### config.mk
export PLATFORM = sky130hd
export DESIGN_NAME = acc_alu_skip
export DESIGN_NICKNAME = d
export VERILOG_FILES = /design/src/rtl/acc_alu_pkg.sv /design/src/rtl/alu_arith_unit.sv /design/src/rtl/alu_bitwise_unit.sv /design/src/rtl/alu_shift_unit.sv /design/src/rtl/alu_compare_unit.sv /design/src/rtl/acc_alu_skip.sv
export SDC_FILE = /design/constraint.sdc
export NUM_CORES = 1
export LEC_CHECK = 0
export ABC_AREA = 1
export BUFFER_PORTS_ARGS = -buffer_cell sky130_fd_sc_hd__buf_4
export CORE_ASPECT_RATIO = 0.5
export CORE_MARGIN = 1
export CORE_UTILIZATION = 58
export CTS_BUF_LIST = sky130_fd_sc_hd__clkbuf_2 sky130_fd_sc_hd__clkbuf_4 sky130_fd_sc_hd__clkbuf_8
export DETAILED_ROUTE_END_ITERATION = 8
export PLACE_DENSITY = 0.85
export SYNTH_ARGS = -nofsm -noshare
export SYNTH_HDL_FRONTEND = slang
export SYNTH_SLANG_ARGS = --single-unit
export TNS_END_PERCENT = 5
### constraint.sdc
create_clock -name clk -period 2.16 [get_ports clk]
set_input_delay 0 -clock clk [delete_from_list [all_inputs] [get_ports clk]]
set_output_delay 0 -clock clk [all_outputs]
set_load 0.02 [all_outputs]
### src/rtl/acc_alu_pkg.sv
// Package acc_alu_pkg
// Holds the opcode encoding and the operation classes shared by the ALU units.
// Assumes a 4-bit opcode. Only the encodings listed here are decoded.
package acc_alu_pkg;

    localparam int unsigned OP_W = 4;

    typedef enum logic [OP_W-1:0] {
        OP_JUMP  = 4'b0000,
        OP_LOAD  = 4'b0001,
        OP_PUT   = 4'b0010,
        OP_GET   = 4'b0011,
        OP_ADD   = 4'b0100,
        OP_SUB   = 4'b0101,
        OP_MOVE  = 4'b0110,
        OP_AND   = 4'b0111,
        OP_OR    = 4'b1000,
        OP_NAND  = 4'b1001,
        OP_NOR   = 4'b1010,
        OP_XOR   = 4'b1011,
        OP_EQ    = 4'b1100,
        OP_GT    = 4'b1101,
        OP_LT    = 4'b1110,
        OP_SHIFT = 4'b1111
    } op_e;

    typedef enum logic [1:0] {
        CLS_NONE  = 2'd0,
        CLS_ARITH = 2'd1,
        CLS_LOGIC = 2'd2,
        CLS_TEST  = 2'd3
    } cls_e;

    typedef enum logic [2:0] {
        LG_AND  = 3'd0,
        LG_OR   = 3'd1,
        LG_NAND = 3'd2,
        LG_NOR  = 3'd3,
        LG_XOR  = 3'd4
    } logic_sel_e;

    typedef enum logic [1:0] {
        TS_EQ = 2'd0,
        TS_GT = 2'd1,
        TS_LT = 2'd2
    } test_sel_e;

    // Returns the operation class of an opcode; the shift counts as arithmetic
    function automatic cls_e class_of(input op_e op);
        case (op)
            OP_ADD, OP_SUB, OP_SHIFT:              class_of = CLS_ARITH;
            OP_AND, OP_OR, OP_NAND, OP_NOR, OP_XOR: class_of = CLS_LOGIC;
            OP_EQ, OP_GT, OP_LT:                   class_of = CLS_TEST;
            default:                               class_of = CLS_NONE;
        endcase
    endfunction

endpackage

### src/rtl/alu_arith_unit.sv
// Module alu_arith_unit
// Adds or subtracts two words, modulo 2**W.
// Assumes: 'sub' is high to subtract. No carry is produced or consumed.
module alu_arith_unit #(
    parameter int unsigned W = 8
) (
    input  logic [W-1:0] a,
    input  logic [W-1:0] b,
    input  logic         sub,
    output logic [W-1:0] y
);
    logic [W-1:0] b_eff;
    logic [W:0]   sum_full;

    // Forms the two's-complement operand: B, or ~B with a carry-in of one
    always_comb begin
        b_eff    = sub ? ~b : b;
        sum_full = {1'b0, a} + {1'b0, b_eff} + {{W{1'b0}}, sub};
    end

    // The carry out is dropped, which wraps the sum modulo 2**W
    assign y = sum_full[W-1:0];

endmodule

### src/rtl/alu_bitwise_unit.sv
// Module alu_bitwise_unit
// Applies one of five bitwise functions to two words, using one slice per bit.
// Assumes: 'sel' carries a logic_sel_e code; any other code gives zero.
module alu_bitwise_unit
    import acc_alu_pkg::*;
#(
    parameter int unsigned W = 8
) (
    input  logic [W-1:0] a,
    input  logic [W-1:0] b,
    input  logic_sel_e   sel,
    output logic [W-1:0] y
);
    genvar i;
    generate
        for (i = 0; i < W; i++) begin : g_slice
            logic and_b, or_b, xor_b;

            // Shared gate terms of this bit
            always_comb begin
                and_b = a[i] & b[i];
                or_b  = a[i] | b[i];
                xor_b = a[i] ^ b[i];
            end

            // Picks the requested function for this bit
            always_comb begin
                case (sel)
                    LG_AND:  y[i] = and_b;
                    LG_OR:   y[i] = or_b;
                    LG_NAND: y[i] = ~and_b;
                    LG_NOR:  y[i] = ~or_b;
                    LG_XOR:  y[i] = xor_b;
                    default: y[i] = 1'b0;
                endcase
            end
        end
    endgenerate

endmodule

### src/rtl/alu_shift_unit.sv
// Module alu_shift_unit
// Shifts a word by one position and fills the vacated bit with zero.
// Assumes: 'right' is high for a right shift and low for a left shift.
module alu_shift_unit #(
    parameter int unsigned W = 8
) (
    input  logic [W-1:0] a,
    input  logic         right,
    output logic [W-1:0] y
);
    // Selects the direction of the single-place move
    always_comb begin
        if (right) y = {1'b0, a[W-1:1]};
        else       y = {a[W-2:0], 1'b0};
    end

endmodule

### src/rtl/alu_compare_unit.sv
// Module alu_compare_unit
// Runs an unsigned equality or magnitude test of A against B and flags a false outcome.
// Assumes: 'sel' carries a test_sel_e code; any other code reports the test as passed.
module alu_compare_unit
    import acc_alu_pkg::*;
#(
    parameter int unsigned W = 8
) (
    input  logic [W-1:0] a,
    input  logic [W-1:0] b,
    input  test_sel_e    sel,
    output logic         fail
);
    logic is_eq, is_gt, is_lt;

    // Unsigned relations of the two operands
    always_comb begin
        is_eq = (a == b);
        is_gt = (a > b);
        is_lt = (a < b);
    end

    // A false outcome of the selected test is what raises the skip request
    always_comb begin
        case (sel)
            TS_EQ:   fail = ~is_eq;
            TS_GT:   fail = ~is_gt;
            TS_LT:   fail = ~is_lt;
            default: fail = 1'b0;
        endcase
    end

endmodule

### src/rtl/acc_alu_skip.sv
// Module acc_alu_skip
// Top of the accumulator ALU. Decodes the opcode and steers A and B to the
// arithmetic, bitwise, shift and compare units. On a capture edge it updates the
// result register for word operations and the skip request for every opcode.
// Assumes: capture is high for one clock per instruction; reset is synchronous and active low.
module acc_alu_skip
    import acc_alu_pkg::*;
#(
    parameter int unsigned DATA_W  = 8,
    parameter int unsigned DIR_BIT = 0
) (
    input  logic              clk,
    input  logic              rst_n,
    input  logic              capture,
    input  logic [OP_W-1:0]   opcode,
    input  logic [DATA_W-1:0] a_val,
    input  logic [DATA_W-1:0] b_val,
    output logic [DATA_W-1:0] result,
    output logic              skip_req
);
    localparam logic [OP_W-1:0] LOGIC_BASE = OP_AND;

    op_e              op;
    cls_e             cls;
    logic_sel_e       lg_sel;
    test_sel_e        ts_sel;
    logic [OP_W-1:0]  lg_index;
    logic [DATA_W-1:0] arith_y, logic_y, shift_y, word_y;
    logic             test_fail;
    logic             write_en;

    // Decodes the opcode into a class and the unit selects
    always_comb begin
        op       = op_e'(opcode);
        cls      = class_of(op);
        lg_index = opcode - LOGIC_BASE;
        lg_sel   = logic_sel_e'(lg_index[2:0]);
        ts_sel   = test_sel_e'(opcode[1:0]);
        write_en = (cls == CLS_ARITH) || (cls == CLS_LOGIC);
    end

    alu_arith_unit #(.W(DATA_W)) u_arith (
        .a(a_val), .b(b_val), .sub(op == OP_SUB), .y(arith_y)
    );

    alu_bitwise_unit #(.W(DATA_W)) u_logic (
        .a(a_val), .b(b_val), .sel(lg_sel), .y(logic_y)
    );

    alu_shift_unit #(.W(DATA_W)) u_shift (
        .a(a_val), .right(b_val[DIR_BIT]), .y(shift_y)
    );

    alu_compare_unit #(.W(DATA_W)) u_test (
        .a(a_val), .b(b_val), .sel(ts_sel), .fail(test_fail)
    );

    // Picks the word-level outcome for the result register
    always_comb begin
        if (cls == CLS_LOGIC)       word_y = logic_y;
        else if (op == OP_SHIFT)    word_y = shift_y;
        else                        word_y = arith_y;
    end

    // Result register: written on capture by word operations only
    always_ff @(posedge clk) begin
        if (!rst_n)                    result <= '0;
        else if (capture && write_en)  result <= word_y;
    end

    // Skip request: set by a failed test, cleared by any other capture
    always_ff @(posedge clk) begin
        if (!rst_n)       skip_req <= 1'b0;
        else if (capture) skip_req <= (cls == CLS_TEST) && test_fail;
    end

    // Assertions guarding the registers above

    assert_reset_R1: assert property (@(posedge clk)
        !rst_n |=> (result == '0) && !skip_req);

    assert_add_wrap_R2: assert property (@(posedge clk) disable iff (!rst_n)
        (capture && opcode == 4'b0100) |=> result == DATA_W'($past(a_val) + $past(b_val)));

    assert_not_b_R4: assert property (@(posedge clk) disable iff (!rst_n)
        (capture && opcode == 4'b1010 && a_val == '0) |=> result == ~$past(b_val));

    assert_eq_skip_R5: assert property (@(posedge clk) disable iff (!rst_n)
        (capture && opcode == 4'b1100) |=> skip_req == ($past(a_val) != $past(b_val)));

    assert_test_keeps_result_R5: assert property (@(posedge clk) disable iff (!rst_n)
        (capture && opcode[3:2] == 2'b11 && opcode != 4'b1111) |=> $stable(result));

    assert_shift_left_R6: assert property (@(posedge clk) disable iff (!rst_n)
        (capture && opcode == 4'b1111 && !b_val[DIR_BIT]) |=> result == {$past(a_val[DATA_W-2:0]), 1'b0});

    assert_foreign_op_R7: assert property (@(posedge clk) disable iff (!rst_n)
        (capture && (opcode[3:2] == 2'b00 || opcode == 4'b0110)) |=> $stable(result));

    assert_skip_clear_R8: assert property (@(posedge clk) disable iff (!rst_n)
        (capture && opcode[3:2] != 2'b11) |=> !skip_req);

    assert_idle_hold_R9: assert property (@(posedge clk) disable iff (!rst_n)
        !capture |=> $stable(result) && $stable(skip_req));

endmodule

# Word level (Yosys, flattened, before mapping)
# Memories as Yosys holds them, arrays and structs flattened.
# Index checks and enable logic that the tools add are counted.
# W data, S select, Z words.
# word_totals
register_bits	9
latchBits	0
ram_bits	0
romBits	32
inputBits	23
output_inout_bits	9
word_cells	82
memories	1
# classes
n_addsub	3
multipliers	0
div	0
order_cmp	2
n_eq_ne	12
n_shift	0
n_mux	13
bitwise	44
reduce_logical	5
# memory_table
memory	depth	word_bits	rd	rd_clocked_by_memory_dff	wr	line_no	source
(name not given)	16	2	1	0	0	acc_alu_pkg.sv:50	case (op)
# ops
op	n
$pmux W1 S5	8
$mux W8	4
$not A1 Y1	19
$add A8 B1 Y8	1
$add A8 B8 Y8	1
$and A1 B1 Y1	8
$eq A8 B8 Y1	1
$gt A8 B8 Y1	1
$lt A8 B8 Y1	1
$not A8 Y8	1
$or A1 B1 Y1	8
$xor A1 B1 Y1	8
$eq A2 B2 Y1 const B	3
$eq A3 B2 Y1 const B	2
$eq A2 B1 Y1 const B	2
$eq A4 B3 Y1 const B	1
$eq A4 B4 Y1 const B	1
$eq A3 B1 Y1 const B	1
$eq A3 B3 Y1 const B	1
$logic_not A3 Y1	1
$pmux W1 S3	1
$sub A3 B3 Y3 const B	1
$logic_and A1 B1 Y1	2
$logic_not A2 Y1	1
$logic_or A1 B1 Y1	1

# Depth between registers and ports, before layout
# depth
depth_word	6
depth_mapped	15
depth_no_buf	15

# Cells and area by module
# Synthesis repeated with hierarchy kept, for this count alone.
# unflattened
hier_cells	352
area_unflattened_um2	2178.3
# modules_own_cells
mod	instances	cells_per_inst	area_each_um2	seq_area_each_um2
acc_alu_skip	1	99	709.4	180.2
alu_bitwise_unit	1	118	705.7	0.0
alu_arith_unit	1	69	421.7	0.0
alu_compare_unit	1	42	244.0	0.0
alu_shift_unit	1	24	97.6	0.0

# Least setup slack after synthesis
# OpenSTA, ideal clock, no wires.
# synth_timing
path_kind	in2reg
from	input port opcode[2]
to	register result[4]
setup_time_ns	0.109
arrival_time_ns	1.536
t_required_ns	2.051
setup_slack_ns	0.516
stages	12
path_buffers	0
path_cell_list	inv_1 nor2_2 nand2_4 xor2_1 fa_1 a31oi_1 xor2_1 nand2_1 nand2_1 nand3_1 nand2_1 inv_1
# synth_between
elab_chain_len	6
elab_cells_between_ends	19
cone_classes	3 x add/sub; 8 x eq/ne; 4 x mux; 3 x reduce/logical; 1 x memory
# synth_lines
element	line_no	source
start: declaration	acc_alu_skip.sv:15	input logic [OP_W-1:0] opcode,
$eq A4 B3 Y1	acc_alu_skip.sv:43	.a(a_val), .b(b_val), .sub(op == OP_SUB), .y(arith_y)
$mux W8	alu_arith_unit.sv:17	b_eff = sub ? ~b : b;
$add A8 B8 Y8	alu_arith_unit.sv:18	sum_full = {1'b0, a} + {1'b0, b_eff} + {{W{1'b0}}, sub};
$add A8 B1 Y8	alu_arith_unit.sv:18	
$mux W8	acc_alu_skip.sv:61	else if (op == OP_SHIFT) word_y = shift_y;
$mux W8	acc_alu_skip.sv:60	if (cls == CLS_LOGIC) word_y = logic_y;
end signal: assignment	acc_alu_skip.sv:68	else if (capture && write_en) result <= word_y;
end: declaration	acc_alu_skip.sv:18	output logic [DATA_W-1:0] result,
# Parallel ways exist; a longest one is shown, timed or not.
# A chain may end at the register's enable or synchronous reset.

# Worst setup path after layout
# Same ends and word-level chain as after synthesis.

==> impl_metrics.ini <==
[status]
status = finished clean

[sta]
period_needed_ns = 1.78
max_freq_mhz = 562
slew-limit-headroom_pct = 70.8
drv_slew = 0
final.period_utilization_pct = 82.4
setup_viol = 0
finalSetupTns_ns = 0
layout_setup_ws_ns = 0.381
fin_skew_ns = 0
finalHoldViolations = 0
fin_hold_ws_ns = 0.0796
tightest_slew_ns = 0.438
rsz0062_at_grt = no

[synthesis]
yosysSeqAreaShare_pct = 10.2
yosys_warnings = 0
netlist_instances = 272
postSynthAreaPerCell_sq_um = 6.52
synth-seq-cells = 9
syn_nets = 331
synth.cell_area_sq_um = 1770
synth_top_area_share_pct = 24.7
yosysTopAreaCell = ha_1
synthDistinctLibCells = 34
ys.flop_type = dfxtp_1
synthTopCellsByArea = ha_1 (25%), nand2_1 (14%), dfxtp_1 (10%), inv_1 (8.7%), o21ai_0 (6.8%)
async_flop_share_pct = 0
synth_edf_count = 0

[floorplanning]
initial_utilization_pct = 64.5
fp.dieH_um = 41.1
core_sq_um = 2750
rows = 13
io_pins = 32
die_area_sq_um = 3300
die_w_um = 80.2

[worst_setup_path]
reg2reg_depth = 2
reg2reg_from = result[5]
required_ns = 2.30
worst-setup-path-type = primary input to flip-flop
start_kind = primary input
crit_end = result[4]
cp-startpoint = opcode[2]
rrSetupSlack_ns = 1.40
cp.arrival_ns = 1.92
critPathCaptureType = flip-flop
r2r_end = result[5]
crit_fanout = 9

[global_routing]
grt_pass1_wl_um = 7750
grt_overflow = 0
grt_pass1_vias = 1657
met1_usage_pct = 43.9
grt_antenna_before_repair = 0
grt_use_met2_pct = 53.2
grt_use_total_pct = 32.0
grt.busiest_layer = met2
grt_max_degree = 17
grt_use_met3_pct = 8.89

[place]
hpwl_um = 4030
gp_congestion = 0.922
port_buffers = 31
pre_cts_ws_ns = 0.174
dp.cells = 339

[power_and_ir_drop]
peakVddDrop_mv = 0.339
power_leakage_nw = 1.16
swShare_pct = 41.8
pwr_density_cell_nw_per_um2 = 414
combinationalPowerShare_pct = 53.6
p_int_mw = 0.510
net-switching-power_mw = 0.366
pwr-share-seq_pct = 22.2
clockPowerShare_pct = 24.2

[finish]
nNetsFinal = 367
finalNonFillerCells = 344
synthToLayoutAreaGrowth_pct = 19.4
drive_above_1_share_pct = 16.6
n_antenna_cell = 0
layout_commonest_cell = nand2_1
layout_common_cells = nand2_1 (64), inv_1 (41), ha_1 (35), buf_4 (35), o21ai_0 (24)

[clocking]
cts_resized = 0
cts_buffers = 3
root_buffer = clkbuf_8
htree_levels = 1
clkTransAtPathRegs_ns = 0.05
clk_latency_ns = 0.23
cts_tree = built
cts_buffer_depth = 2
cts_sinks = 9

[flow_run]
cap_violations = 0

[routing]
via_count = 1941
drc_errors = 0
drt_iter0_drc = 179
ant_nets = 0
wl_um = 4980
wl_per_cell_um = 14.5
routed_via_density = 5.64
first_pass_iters = 5

[worst_hold_path]
hold_path.class = primary input to flip-flop
hold_path.startpoint = rst_n
-- routing by layer --
layer	up-vias	wire [um]
li1	972	-
met1	875	2470
met2	90	2030
met3	4	471
met4	0	12
met5	-	0
-- cell families after synthesis --
group / Yosys count / share of synthesized area (%)
AOI/OAI and AO/OA: 64 / 21.9
xor gates and xnor gates: 11 / 5.43
adders and majority gates: 36 / 25.8
buffers and inverters: 47 / 10.2
DFF: 9 / 10.2
muxes: 1 / 0.564
and+or+nand+nor: 104 / 25.9
-- power by group through the flow --
stage / sequential, mW / combinational [mW] / clock, mW
floorplan: 0.215 / 0.274 / 0
global placement: 0.196 / 0.444 / 0
detailed placement: 0.197 / 0.455 / 0
CTS: 0.194 / 0.460 / 0.210
global route: 0.196 / 0.516 / 0.217
finish: 0.195 / 0.470 / 0.212
-- per-stage QoR --
stage                     power [mW]  utilization [%]  instance area, sq um
after floorplan                0.489                -                  1770
after global placement         0.640             74.9                  2060
after detailed placement       0.652             74.9                  2060
after CTS                      0.863             77.1                  2120
after global routing           0.928             77.1                  2120
final                          0.877             77.1                  2120
-- Yosys cell counts (2+ instances only) --
master     instances
a21o_1             2
a21oi_1           15
a31oi_1            6
clkbuf_1           3
dfxtp_1            9
ha_1              35
inv_1             41
nand2_1           64
nand2_2            4
nand3_1           13
nor2_1            16
o2111ai_1          3
o211ai_1           7
o21ai_0           24
o31ai_1            2
xor2_1            10
-- area by class of cell --
cell class                      count  area [sq um]
Tap cell                           37          46.3
Sequential cell                     9           180
Clock buffer                        4          48.8
Fill cell                         229           631
Inverter                           42           158
Multi-Input combinational cell    216          1410
Timing Repair Buffer               36           273
-- critical path, cell delays in order --
cell	delay [ns]
buf_4	0.10
inv_1	0.09
nor2_2	0.13
nand2_4	0.14
xor2_1	0.18
ha_1	0.35
inv_1	0.09
o21ai_1	0.09
a31oi_1	0.21
xor2_1	0.17
nand2_1	0.08
nand2_1	0.08
nand3_1	0.09
nand2_1	0.08
inv_1	0.03
-- worst min path at each step --
| stage | endpoint | cells after the start |
|---|---|---|
| final | result[0] | 3 |
| after global routing | result[6] | 3 |
| after global placement | skip_req | 2 |
| after floorplan | skip_req | 1 |
| after detailed placement | skip_req | 2 |
| after CTS | result[0] | 3 |
-- flip-flops by register name, summed over array words and instances, names as in the netlist --
| signal | flops |
|---|---|
| result | 8 |
| skip_req | 1 |
-- timing repair --
action                    CTS  global route
hold endpoints to repair    1             0
hold buffers                1             0
buffers inserted            0             0
Power figures use the tool's default switching activity.
